## config.mk

```make
export PLATFORM = sky130hd
export DESIGN_NAME = flash_guard
export DESIGN_NICKNAME = d
export VERILOG_FILES = /design/src/rtl/fbp_pkg.sv /design/src/rtl/fbp_decide.sv /design/src/rtl/fbp_status.sv /design/src/rtl/flash_guard.sv
export SDC_FILE = /design/constraint.sdc
export NUM_CORES = 1
export LEC_CHECK = 0
export BUFFER_PORTS_ARGS = -buffer_cell sky130_fd_sc_hd__buf_2
export CAP_MARGIN = 20
export CORE_MARGIN = 2
export CORE_UTILIZATION = 50
export CTS_CLUSTER_SIZE = 16
export DETAILED_ROUTE_END_ITERATION = 12
export GPL_TIMING_DRIVEN = 0
export HOLD_SLACK_MARGIN = 0.12
export PLACE_DENSITY = 0.83
export RECOVER_POWER = 25
export SLEW_MARGIN = 20
export SYNTH_ARGS = -nofsm -noshare
export SYNTH_HDL_FRONTEND = slang
export SYNTH_SLANG_ARGS = --single-unit
```

## constraint.sdc

```tcl
create_clock -name clk -period 1.9 [get_ports clk]
set_input_delay 0 -clock clk [delete_from_list [all_inputs] [get_ports clk]]
set_output_delay 0 -clock clk [all_outputs]
set_load 0.01 [all_outputs]
```

## src/rtl/fbp_pkg.sv

```systemverilog
package fbp_pkg;
  typedef enum logic [1:0] {
    KIND_READ  = 2'd0,
    KIND_PROG  = 2'd1,
    KIND_ERASE = 2'd2,
    KIND_RSVD  = 2'd3
  } req_kind_e;

  localparam int REG_AW = 3;
  localparam logic [REG_AW-1:0] OFF_RDPERM = 3'd0;
  localparam logic [REG_AW-1:0] OFF_WRPERM = 3'd1;
  localparam logic [REG_AW-1:0] OFF_MASK   = 3'd2;
  localparam logic [REG_AW-1:0] OFF_RAW    = 3'd3;
  localparam logic [REG_AW-1:0] OFF_MSKD   = 3'd4;
  localparam logic [REG_AW-1:0] OFF_CLR    = 3'd5;

  localparam int EV_N    = 2;
  localparam int EV_ACC  = 0;
  localparam int EV_DONE = 1;
endpackage

```

## src/rtl/fbp_decide.sv

```systemverilog
module fbp_decide import fbp_pkg::*; #(
  parameter int NUM_BLOCKS = 32,
  parameter int BLK_SH     = 11,
  parameter int RSVD_TOP   = 2,
  localparam int IDX_W     = $clog2(NUM_BLOCKS),
  localparam int ADDR_W    = IDX_W + BLK_SH
) (
  input  logic [ADDR_W-1:0]     addr,
  input  logic [1:0]            kind,
  input  logic [NUM_BLOCKS-1:0] rd_perm,
  input  logic [NUM_BLOCKS-1:0] wr_perm,
  output logic                  allow,
  output logic                  acc_viol
);
  logic [IDX_W-1:0]      blk;
  logic [NUM_BLOCKS-1:0] eff_rd;
  logic [BLK_SH-1:0]     unused_offset;

  assign blk           = addr[ADDR_W-1:BLK_SH];
  assign unused_offset = addr[BLK_SH-1:0];

  // Top RSVD_TOP bits of the read word carry no block meaning.
  for (genvar i = 0; i < NUM_BLOCKS; i++) begin : g_eff
    if (i >= NUM_BLOCKS - RSVD_TOP) begin : g_fixed
      assign eff_rd[i] = 1'b1;
    end else begin : g_word
      assign eff_rd[i] = rd_perm[i];
    end
  end

  always_comb begin
    allow    = 1'b0;
    acc_viol = 1'b0;
    unique case (req_kind_e'(kind))
      KIND_READ:  allow = eff_rd[blk];
      KIND_PROG,
      KIND_ERASE: begin
        allow    = wr_perm[blk];
        acc_viol = !wr_perm[blk];
      end
      default:    allow = 1'b0;
    endcase
  end
endmodule

```

## src/rtl/fbp_status.sv

```systemverilog
module fbp_status import fbp_pkg::*; (
  input  logic            clk,
  input  logic            rst_n,
  input  logic [EV_N-1:0] set_ev,
  input  logic            clr_we,
  input  logic [EV_N-1:0] clr_bits,
  input  logic [EV_N-1:0] mask,
  output logic [EV_N-1:0] raw,
  output logic [EV_N-1:0] masked,
  output logic            irq
);
  logic [EV_N-1:0] clr_eff;

  assign clr_eff = clr_we ? clr_bits : '0;

  always_ff @(posedge clk or negedge rst_n) begin
    if (!rst_n) raw <= '0;
    else        raw <= (raw & ~clr_eff) | set_ev;  // new event wins
  end

  assign masked = raw & mask;
  assign irq    = |masked;
endmodule

```

## src/rtl/flash_guard.sv

```systemverilog
module flash_guard import fbp_pkg::*; #(
  parameter int NUM_BLOCKS  = 32,
  parameter int BLOCK_BYTES = 2048,
  parameter int RSVD_TOP    = 2,
  parameter int REG_W       = 32,
  localparam int BLK_SH     = $clog2(BLOCK_BYTES),
  localparam int ADDR_W     = $clog2(NUM_BLOCKS) + BLK_SH
) (
  input  logic              clk,
  input  logic              rst_n,
  input  logic              req_valid,
  output logic              req_ready,
  input  logic [ADDR_W-1:0] req_addr,
  input  logic [1:0]        req_kind,
  output logic              eng_valid,
  input  logic              eng_ready,
  output logic [ADDR_W-1:0] eng_addr,
  output logic [1:0]        eng_kind,
  input  logic              eng_done,
  output logic              err,
  output logic              irq,
  input  logic              reg_wr,
  input  logic [REG_AW-1:0] reg_addr,
  input  logic [REG_W-1:0]  reg_wdata,
  output logic [REG_W-1:0]  reg_rdata
);
  logic [NUM_BLOCKS-1:0] rd_perm_q, wr_perm_q;
  logic [EV_N-1:0]       mask_q, raw_st, masked_st, set_ev;
  logic                  allow, acc_viol, refused;

  fbp_decide #(
    .NUM_BLOCKS(NUM_BLOCKS), .BLK_SH(BLK_SH), .RSVD_TOP(RSVD_TOP)
  ) u_decide (
    .addr(req_addr), .kind(req_kind),
    .rd_perm(rd_perm_q), .wr_perm(wr_perm_q),
    .allow(allow), .acc_viol(acc_viol)
  );

  // Stream path: permitted requests pass straight through,
  // refused ones are swallowed without waiting on the engine.
  assign eng_valid = req_valid && allow;
  assign eng_addr  = req_addr;
  assign eng_kind  = req_kind;
  assign req_ready = allow ? eng_ready : 1'b1;
  assign refused   = req_valid && !allow;

  always_ff @(posedge clk or negedge rst_n) begin
    if (!rst_n) err <= 1'b0;
    else        err <= refused;
  end

  always_ff @(posedge clk or negedge rst_n) begin
    if (!rst_n) begin
      rd_perm_q <= '1;
      wr_perm_q <= '1;
      mask_q    <= '0;
    end else if (reg_wr) begin
      case (reg_addr)
        OFF_RDPERM: rd_perm_q <= reg_wdata[NUM_BLOCKS-1:0];
        OFF_WRPERM: wr_perm_q <= reg_wdata[NUM_BLOCKS-1:0];
        OFF_MASK:   mask_q    <= reg_wdata[EV_N-1:0];
        default: ;
      endcase
    end
  end

  always_comb begin
    set_ev          = '0;
    set_ev[EV_ACC]  = refused && acc_viol;
    set_ev[EV_DONE] = eng_done;
  end

  fbp_status u_status (
    .clk(clk), .rst_n(rst_n), .set_ev(set_ev),
    .clr_we(reg_wr && reg_addr == OFF_CLR),
    .clr_bits(reg_wdata[EV_N-1:0]), .mask(mask_q),
    .raw(raw_st), .masked(masked_st), .irq(irq)
  );

  always_comb begin
    case (reg_addr)
      OFF_RDPERM: reg_rdata = REG_W'(rd_perm_q);
      OFF_WRPERM: reg_rdata = REG_W'(wr_perm_q);
      OFF_MASK:   reg_rdata = REG_W'(mask_q);
      OFF_RAW:    reg_rdata = REG_W'(raw_st);
      OFF_MSKD:   reg_rdata = REG_W'(masked_st);
      default:    reg_rdata = '0;
    endcase
  end
endmodule

```

==> results.md, run 1 <==
* Yosys cell types at 37
* Die Y at 91.8 um
* Max-cap violations at 0
* Synth area leaders: dfstp_2, mux2_2, mux2i_1, a22o_1, buf_4
* First-pass GRT wire length at 16000 um
* Synth warn at 0
* Min-Delay Path Class: in -> reg
* WP data required at 1900 ps
* Synthesized area per cell at 12.7 um^2
* Fmax at 446 MHz
* Fin nets at 513
* Initial antenna violation count at 0
* Routed WL at 9940 um
* Pwr Density at 864 nW/um^2
* Number of CTS-inserted buffers at 9
* TritonCTS clock tree: done
* Final Skew at 7.87 ps
* H-Tree Level Count at 3
* Status: complete, but fails checks
* Slowest stage cell, crit path: dfstp_2
* Critical R2R Launch: wr_perm_q[8]
* Drt pass-1 iters at 4
* Crit. End Element: output pin
* Largest fanout on the critical path at 3
* RSZ-0062 raised after global routing: yes
* Cell Chain, Critical Path: mux2i_1 > a22oi_1 > a21oi_2 > a2111oi_4 > a31oi_2 > or2_1 > buf_2
* Post-synth EDFFs at 0
* Largest vdd supply drop at 0.000516 V
* Post-synth top area share at 43.7%
* Share of cells above drive strength 1 at 58.1%
* CP Launch Point: wr_perm_q[8]
* Die area at 8420 um^2
* Worst Path Arrival at 2240 ps
* Vias per inst at 5.50
* Die W at 91.8 um
* DRC at 0
* Post-route setup TNS at -584 ps
* Post-route insts no fill at 553
* DR WL/cell at 18.0 um
* Core Region at 7370 um^2
* Leading area contributor after synthesis: dfstp_2
* Root buf cell: clkbuf_8
* Starting density of the core at 52.2%
* Inserted Diodes at 0
* Antenna Nets Post-Route at 0
* Clk slew on worst S/H paths at 70 ps
* Mapped Cells at 303
* WS Path Type: reg -> out
* Post-synthesis register bit count at 69
* Hpwl dp at 6980 um
* Syn_nets at 364
* # rows at 31
* Initial DRC count at 176
* Period Utilization, post-route at 118%
* Area grow syn2layout at 30.9%
* Final Setup Violations at 2
* Vias in the first global route at 3172
* Slew HR at 45.7%
* PortBufs at 100
* Failing checks: negative setup slack
* DP Cell Count at 503
* Critical path's largest stage delay at 550 ps
* Share of synthesized area occupied by flip-flops and latches at 46.9%
* Hold_sp: reg_addr[2]
* Startpoint Class: flip-flop
* Clock buffer depth at 2
* Final slew viol count at 0
* Most used DFF post-synth: dfstp_2
* Tmin final at 2240 ps
* Fill cell count at 567
* GRT Util Overall at 24.4%
* Area of the mapped netlist at 3850 um^2
* Slew @ Worst Pin at 814 ps
* Total global routing overflow at 0
* CTS sink cnt at 69
* Io pins at 113
* Crit path buf inv count at 1
* GPL Wtd Cong at 0.821
* Cell family with most CP delay: compound AO/OA/AOI/OAI gates
* Ys async rst share at 100%
* Static Leakage at 2.24 nW
* Post-route worst setup slack at -341 ps
* Largest net degree at the start of global routing at 40
* Clk_lat worst skew at 340 ps
* Via Count at 3039
* Final hold vios at 0
## cell usage after synthesis, drive strengths merged, types with 2 or more instances
master	instances
nor2	2
a21oi	5
nand2b	3
inv	6
a22oi	13
nor2b	4
mux4	2
o22ai	2
mux2i	31
dfstp	64
clkbuf	9
and2	4
mux2	66
a22o	30
buf	29
nand2	11
dfrtp	5
ha	2
a2111oi	2
## worst register-to-register path: cells and delay by family (launching register included)
kind               cells  cell delay [ps]
AOI/OAI and AO/OA      4              890
and+or+nand+nor        1              180
DFF                    1              550
muxes                  1              110
## cell families (layout without fill, tap and decap cells)
family / Yosys count / after routing / share of synthesized area, %
and+or+nand+nor: 31 / 31 / 4.42
DFF: 69 / 69 / 46.9
adders and majority gates: 2 / 2 / 0.650
AOI/OAI and AO/OA: 58 / 58 / 12.3
muxes: 99 / 99 / 28.5
buffers and inverters: 44 / 195 / 7.15
## cells in the final DEF (no fill, tap or decap), types with 3 or more instances in the layout
master,instances
nand2_1,11
clkbuf_1,25
dfstp_2,64
dlygate4sd3_1,36
dfrtp_1,5
mux2_2,64
inv_1,6
a22oi_1,12
a22o_1,30
and2_1,4
clkinv_2,3
a21oi_1,4
clkbuf_8,10
nand2b_1,3
buf_2,89
nor2b_1,4
buf_4,20
mux2i_1,31
## report_power, final
part | total [mW] | switching (mW) | internal [mW]
clock | 0.981 | 0.502 | 0.480
combinational | 1.10 | 0.479 | 0.619
sequential | 2.28 | 0.259 | 2.02
total | 4.35 | 1.24 | 3.12
## stage by stage
step / utilization [%] / hold slack (ps) / power, mW / worst slack (ps) / instance area, um^2
floorplan: - / -296 / 2.90 / 237 / 3850
global placement: 60.7 / 185 / 3.23 / -5.05 / 4470
detailed placement: 61.0 / -36.7 / 3.31 / -43.7 / 4500
CTS: 68.2 / 128 / 4.36 / -418 / 5020
global route: 68.4 / 153 / 4.59 / -497 / 5040
finish: 68.4 / 151 / 4.35 / -341 / 5040
## layout make-up
class	count	area, um^2	area share, %
sequential	69	1810	35.8
timing repair buffer	138	868	17.2
buffer	38	253	5.01
clock buffer	10	138	2.73
clock inverter	3	15.0	0.298
inverter	6	22.5	0.447
tap	99	124	2.46
multi-input combinational	190	1810	36.0
## registers in the layout, summed over array words and instances, names as in the netlist
| register | flops |
|---|---|
| u_status.raw | 2 |
| wr_perm_q | 32 |
| rd_perm_q | 32 |
| mask_q | 2 |
| err | 1 |
## path summary, 6_finish.rpt
path,to,slack (ps),cells past startpoint
setup / recovery,req_ready,-340,7
hold / removal,mask_q[0],150,3
setup reg to reg,err,70,6
hold reg to reg,u_status.raw[0],540,2
max in group asynchronous,rd_perm_q[17],880,3
min in group asynchronous,mask_q[1],290,2
## routing by layer
| metal | global-route usage, % | vias to the layer above | routed length (um) |
|---|---|---|---|
| li1 | - | 1404 | - |
| met3 | 3.86 | 20 | 541 |
| met4 | 9.58 | 0 | 245 |
| met2 | 40.8 | 112 | 4940 |
| met1 | 31.9 | 1503 | 4210 |
| met5 | 0 | - | 0 |
## what timing repair did
item	CTS	global route
endpoints found under the setup margin	3	3
setup buffers	1	0
hold endpoints to repair	99	0
pin swaps	4	7
hold buffers	36	0
resized for setup	1	5
(Power assumes the default switching activity.)
==> run 2, diff against run 1 <==
--- a/config.mk
+++ b/config.mk
@@ -8,12 +8,13 @@
 export BUFFER_PORTS_ARGS = -buffer_cell sky130_fd_sc_hd__buf_2
 export CAP_MARGIN = 20
 export CORE_MARGIN = 2
-export CORE_UTILIZATION = 50
+export CORE_UTILIZATION = 52
+export CTS_BUF_LIST = sky130_fd_sc_hd__clkbuf_16
 export CTS_CLUSTER_SIZE = 16
 export DETAILED_ROUTE_END_ITERATION = 12
 export GPL_TIMING_DRIVEN = 0
 export HOLD_SLACK_MARGIN = 0.12
-export PLACE_DENSITY = 0.83
+export PLACE_DENSITY = 0.85
 export RECOVER_POWER = 25
 export SLEW_MARGIN = 20
 export SYNTH_ARGS = -nofsm -noshare
==> run 2 against run 1 <==
Net effect:
- the flow still finishes with violations (negative setup slack)
- clock skew shrank 2.6 ps
- cell area grew 5.0%
- total power grew 23%
==> results.md, run 2 (synthesis results as in run 1) <==
* Io pins at 113 (unchanged)
* Post-route setup TNS at -862 ps (-278 ps)
* Fill cell count at 488 (-14%)
* Die area at 8110 um^2 (-3.7%)
* WS Path Type: reg -> out
* Worst Path Arrival at 2310 ps (+70 ps)
* Fmax at 432 MHz (-3.1%)
* Dpl cell area at 4500 um^2 (unchanged)
* Root buf cell: clkbuf_16
* Post-route worst setup slack at -413 ps (-71.6 ps)
* Max-cap violations at 0 (unchanged)
* Critical R2R Launch: wr_perm_q[31]
* Inserted Diodes at 0 (unchanged)
* Number of CTS-inserted buffers at 9 (unchanged)
* Min-Delay Path Class: in -> reg
* Starting density of the core at 53.4% (+1.1 points)
* Hold_ws at 148 ps (-3.63 ps)
* Most common cell after layout, fill and taps aside: buf_2
* Antenna Nets Post-Route at 0 (unchanged)
* Fin nets at 519 (+1.2%)
* Hpwl dp at 6970 um (-0.20%)
* Largest vdd supply drop at 0.000767 V (+49%)
* Largest net degree at the start of global routing at 36 (-10%)
* TritonCTS clock tree: done
* Period Utilization, post-route at 122% (+3.8 points)
* CTS sink cnt at 69 (unchanged)
* Reg2reg path depth at 8 (+2)
* Final core occ at 73.3% (+5.0 points)
* Register-to-Register Setup Slack at -110 ps (-180 ps)
* Area grow syn2layout at 37.4%
* Pwr Density at 1020 nW/um^2 (+17%)
* Static Leakage at 2.35 nW (+4.9%)
* DR WL/cell at 19.1 um (+6.0%)
* Final slew viol count at 0 (unchanged)
* Share of cells above drive strength 1 at 59.8% (+1.7 points)
* Slew @ Worst Pin at 886 ps (+71.8 ps)
* Clock buffer depth at 2 (unchanged)
* Die W at 90.0 um (-1.9%)
* Crit. End Element: output pin
* Clk_lat worst skew at 330 ps (about the same)
* Hold_sp: reg_addr[2]
* Status: complete, but fails checks
* Initial antenna violation count at 0 (unchanged)
* WP data required at 1900 ps (about the same)
* First-pass GRT wire length at 17000 um (+6.0%)
* Pre-CTS setup slack at -39.2 ps (+4.48 ps)
* Vias per inst at 5.72 (+4.2%)
* H-Tree Level Count at 3 (unchanged)
* Routed WL at 10700 um (+7.7%)
* Final hold vios at 0 (unchanged)
* Startpoint Class: flip-flop
* GPL Wtd Cong at 0.839 (+2.2%)
* RR Endpoint: err
* Final instance area at 5290 um^2 (+5.0%)
* PortBufs at 100 (unchanged)
* Clk slew on worst S/H paths at 50 ps (-20 ps)
* Hold endpoint: mask_q[1]
* Final Skew at 5.27 ps (-2.60 ps)
* # rows at 31 (unchanged)
* Failing checks: negative setup slack
* Final Setup Violations at 3 (+1)
* Drt pass-1 iters at 5 (+1)
* Initial DRC count at 237 (+35%)
* Worst hold path stage count at 3 (unchanged)
* Core Region at 7210 um^2 (-2.1%)
* Tmin final at 2310 ps (+71.6 ps)
* Top flop regs: rd_perm_q x32, wr_perm_q x32
* Slew HR at 40.9% (-4.8 points)
* RSZ-0062 raised after global routing: yes
* Die Y at 90.0 um (-1.9%)
* GRT Util Overall at 26.6% (+2.2 points)
* Vias in the first global route at 3301 (+4.1%)
* Largest fanout on the critical path at 3 (unchanged)
* DRC at 0 (unchanged)
* Via Count at 3217 (+5.9%)
* Total global routing overflow at 0 (unchanged)
* Commonest cells after routing, fill and taps aside: buf_2, mux2_2, dfstp_2
-- run 2: cell types whose count changed in the layout (fill, tap and decap cells not counted), sizes merged --
cell      previous run  this run
buf                114       121
clkbuf              36        34
clkinvlp             0         1
bufinv               0         3
-- run 2: repair_timing --
| item | CTS | global route |
|---|---|---|
| pin swaps | 5 | 5 |
| hold buffers | 36 | 0 |
| endpoints found under the hold margin | 108 | 0 |
| gates resized for setup | 4 | 7 |
| gates cloned | 0 | 0 |
| setup endpoints to repair | 3 | 4 |
| buffers inserted | 5 | 2 |
-- run 2: final cells by class --
type | count | area, um^2 | share of cell area, %
Tap cell | 99 | 124 | 2.34
Sequential cell | 69 | 1810 | 34.1
Clock inverter | 7 | 114 | 2.15
Timing Repair Buffer | 144 | 915 | 17.3
Buffer | 38 | 253 | 4.78
Multi-Input combinational cell | 190 | 1830 | 34.6
Clock buffer | 9 | 225 | 4.26
Inverter | 6 | 22.5 | 0.426
-- run 2: critical path, cell delays in order, from the launching register on --
cell       delay [ps]
dfstp_2           540
mux2i_1            80
a22oi_1           240
a21oi_1           130
a2111oi_2         300
buf_4             200
a31oi_4           100
or2_1             230
buf_2             140
-- run 2: metrics by stage --
step | instances | total power [mW]
final | 562 | 5.37
after global routing | 562 | 5.58
after CTS | 560 | 5.31
after detailed placement | 503 | 3.31
after global placement | 502 | 3.23
after floorplan | 303 | 2.90
-- run 2: power by group --
part | switching (mW) | internal [mW]
Combinational | 0.521 | 0.655
Sequential | 0.272 | 2.02
Clock | 0.630 | 1.27
Total | 1.42 | 3.95
-- run 2: worst max-delay path by stage --
stage                   from         to  depth (start not counted)
4_1_cts        wr_perm_q[21]  req_ready                          8
3_3_place_gp   rd_perm_q[28]  req_ready                          7
5_1_grt         wr_perm_q[9]  req_ready                          8
2_1_floorplan  rd_perm_q[29]        err                          6
3_5_place_dp   rd_perm_q[28]  req_ready                          7
6_report       wr_perm_q[31]  req_ready                          8
-- run 2: per-layer routing --
layer | global-route usage [%] | up-vias | part of all wire [%]
met1 | 33.3 | 1606 | 41
li1 | - | 1421 | -
met4 | 10.9 | 0 | 2.0
met5 | 0 | - | 0
met2 | 45.4 | 162 | 51
met3 | 4.86 | 28 | 6.5
==> run 3, diff against run 2 <==
--- a/config.mk
+++ b/config.mk
@@ -16,6 +16,8 @@
 export HOLD_SLACK_MARGIN = 0.12
 export PLACE_DENSITY = 0.85
 export RECOVER_POWER = 25
+export REMOVE_ABC_BUFFERS = 1
+export SKIP_CTS_REPAIR_TIMING = 1
 export SLEW_MARGIN = 20
 export SYNTH_ARGS = -nofsm -noshare
 export SYNTH_HDL_FRONTEND = slang
==> run 3 against run 2 <==
Net effect:
- the flow finishes with violations (design-rule violations, negative setup slack)
- sequential share of layout area grew 1.3 points
- wire length shrank 12%
- clock power shrank 27%
- combinational power shrank 8%
- maximum frequency grew 4.6%
- final cell count shrank 6.4%
- critical path depth shrank 1
- flip-flop and latch count is the same
- non-clock buffer count shrank 34
- total power shrank 12%
- sequential power is essentially flat
- critical endpoint unchanged
- largest cell class unchanged
==> results.md, run 3 (synthesis results as in run 1) <==
* Status: complete, but fails checks
* Failing checks: design-rule violations, negative setup slack
* Final Skew at 5.88 ps (+0.609 ps)
* Total global routing overflow at 0 (unchanged)
* Final slew viol count at 0 (unchanged)
* Period Utilization, post-route at 116% (-5.3 points)
* Worst Path Arrival at 2210 ps (-100 ps)
* Top flop regs: rd_perm_q x32, wr_perm_q x32
* Dpl cell area at 4310 um^2 (-4.2%)
* Share of cells above drive strength 1 at 59.0% (-0.81 points)
* Initial antenna violation count at 0 (unchanged)
* Hpwl dp at 6310 um (-9.4%)
* Io pins at 113 (unchanged)
* Post-route setup TNS at -544 ps (+317 ps)
* Die area at 8110 um^2 (unchanged)
* Clk slew on worst S/H paths at 50 ps (about the same)
* Number of CTS-inserted buffers at 9 (unchanged)
* Fin nets at 485 (-6.6%)
* Die Y at 90.0 um (unchanged)
* Die W at 90.0 um (unchanged)
* DRC at 1 (+1)
* Reg2reg path depth at 6 (-2)
* Tmin final at 2210 ps (-101 ps)
* Inserted Diodes at 0 (unchanged)
* DR WL/cell at 17.9 um (-6.0%)
* Largest net degree at the start of global routing at 37 (+2.8%)
* Slowest stage cell, crit path: dfstp_2
* First-pass GRT wire length at 13900 um (-18%)
* Pwr Density at 926 nW/um^2 (-8.7%)
* Critical path's largest stage delay at 540 ps (about the same)
* Final instance area at 5100 um^2 (-3.7%)
* Initial DRC count at 119 (-50%)
* Slew HR at 50.7% (+9.8 points)
* WS Path Type: reg -> out
* Antenna Nets Post-Route at 0 (unchanged)
* Crit. End Element: output pin
* Clock buffer depth at 2 (unchanged)
* Starting density of the core at 53.4% (unchanged)
* Final hold vios at 0 (unchanged)
* Root buf cell: clkbuf_16
* PortBufs at 90 (-10%)
* RR Endpoint: err
* WP data required at 1900 ps (about the same)
* Final Setup Violations at 2 (-1)
* Clk_lat worst skew at 320 ps (about the same)
* Largest vdd supply drop at 0.000519 V (-32%)
* Core Region at 7210 um^2 (unchanged)
* Register-to-Register Setup Slack at 90 ps (+200 ps)
* Final core occ at 70.7% (-2.7 points)
* Post-route worst setup slack at -311 ps (+101 ps)
* # rows at 31 (unchanged)
* Cell Chain, Critical Path: mux2i_1 > a22oi_1 > a21oi_2 > a2111oi_4 > a31oi_2 > or2_1 > buf_2
* Max-cap violations at 0 (unchanged)
* Static Leakage at 2.23 nW (-5.1%)
* Vias per inst at 5.56 (-2.9%)
* Crit path buf inv count at 1 (-1)
* Commonest cells after routing, fill and taps aside: buf_2, mux2_2, dfstp_2
* Startpoint Class: flip-flop
* Via Count at 2925 (-9.1%)
* CTS sink cnt at 69 (unchanged)
* Hold_ws at 188 ps (+40.2 ps)
* H-Tree Level Count at 3 (unchanged)
* Fmax at 452 MHz (+4.6%)
* Cell family with most CP delay: compound AO/OA/AOI/OAI gates
* TritonCTS clock tree: done
* Min-Delay Path Class: in -> async
* Routed WL at 9420 um (-12%)
* Pre-CTS setup slack at -407 ps (-367 ps)
* Slew @ Worst Pin at 737 ps (-149 ps)
* Critical R2R Launch: wr_perm_q[31]
* GRT Util Overall at 21.5% (-5.1 points)
* GPL Wtd Cong at 0.828 (-1.4%)
* Largest fanout on the critical path at 3 (unchanged)
* Drt pass-1 iters at 8 (+3)
* Area grow syn2layout at 32.4%
* Fill cell count at 535 (+9.6%)
* RSZ-0062 raised after global routing: yes
* Most common cell after layout, fill and taps aside: buf_2
* Vias in the first global route at 2839 (-14%)
## run 3: per-layer routing
metal | wire, um | vias up | track usage, %
met2 | 4810 | 101 | 36.3
met5 | 0 | - | 0
met4 | 121 | 0 | 7.95
met1 | 4110 | 1457 | 26.2
met3 | 383 | 12 | 6.12
li1 | - | 1355 | -
## run 3: how the worst max path moves through the flow
| stage | from | end | slack (ps) | depth (start not counted) |
|---|---|---|---|---|
| 2_1_floorplan | reg_addr[2] | wr_perm_q[0] | -1300 | 3 |
| 4_1_cts | wr_perm_q[13] | req_ready | -430 | 7 |
| 5_1_grt | rd_perm_q[29] | req_ready | -420 | 7 |
| 6_report | wr_perm_q[31] | req_ready | -310 | 7 |
| 3_5_place_dp | req_addr[12] | req_ready | -410 | 8 |
| 3_3_place_gp | reg_addr[0] | wr_perm_q[20] | -3210 | 4 |
## run 3: report_power, final
part           switching (mW)  internal, mW
Combinational           0.463         0.612
Sequential              0.248          2.02
Clock                   0.535         0.845
Total                    1.25          3.48
## run 3: layout make-up
type | count | area [um^2] | share of cell area, %
repair buffers | 148 | 1060 | 20.7
inverters | 6 | 22.5 | 0.442
multi-input cells | 190 | 1840 | 36.1
flip-flops and latches | 69 | 1810 | 35.4
well taps | 99 | 124 | 2.43
clock inverters | 5 | 20.0 | 0.393
clock buffers | 9 | 225 | 4.42
## run 3: stage by stage
stage | power (mW) | std cells
3_5_place_dp | 3.23 | 463
5_1_grt | 4.97 | 526
6_report | 4.72 | 526
3_3_place_gp | 3.15 | 454
2_1_floorplan | 2.83 | 265
4_1_cts | 4.63 | 477
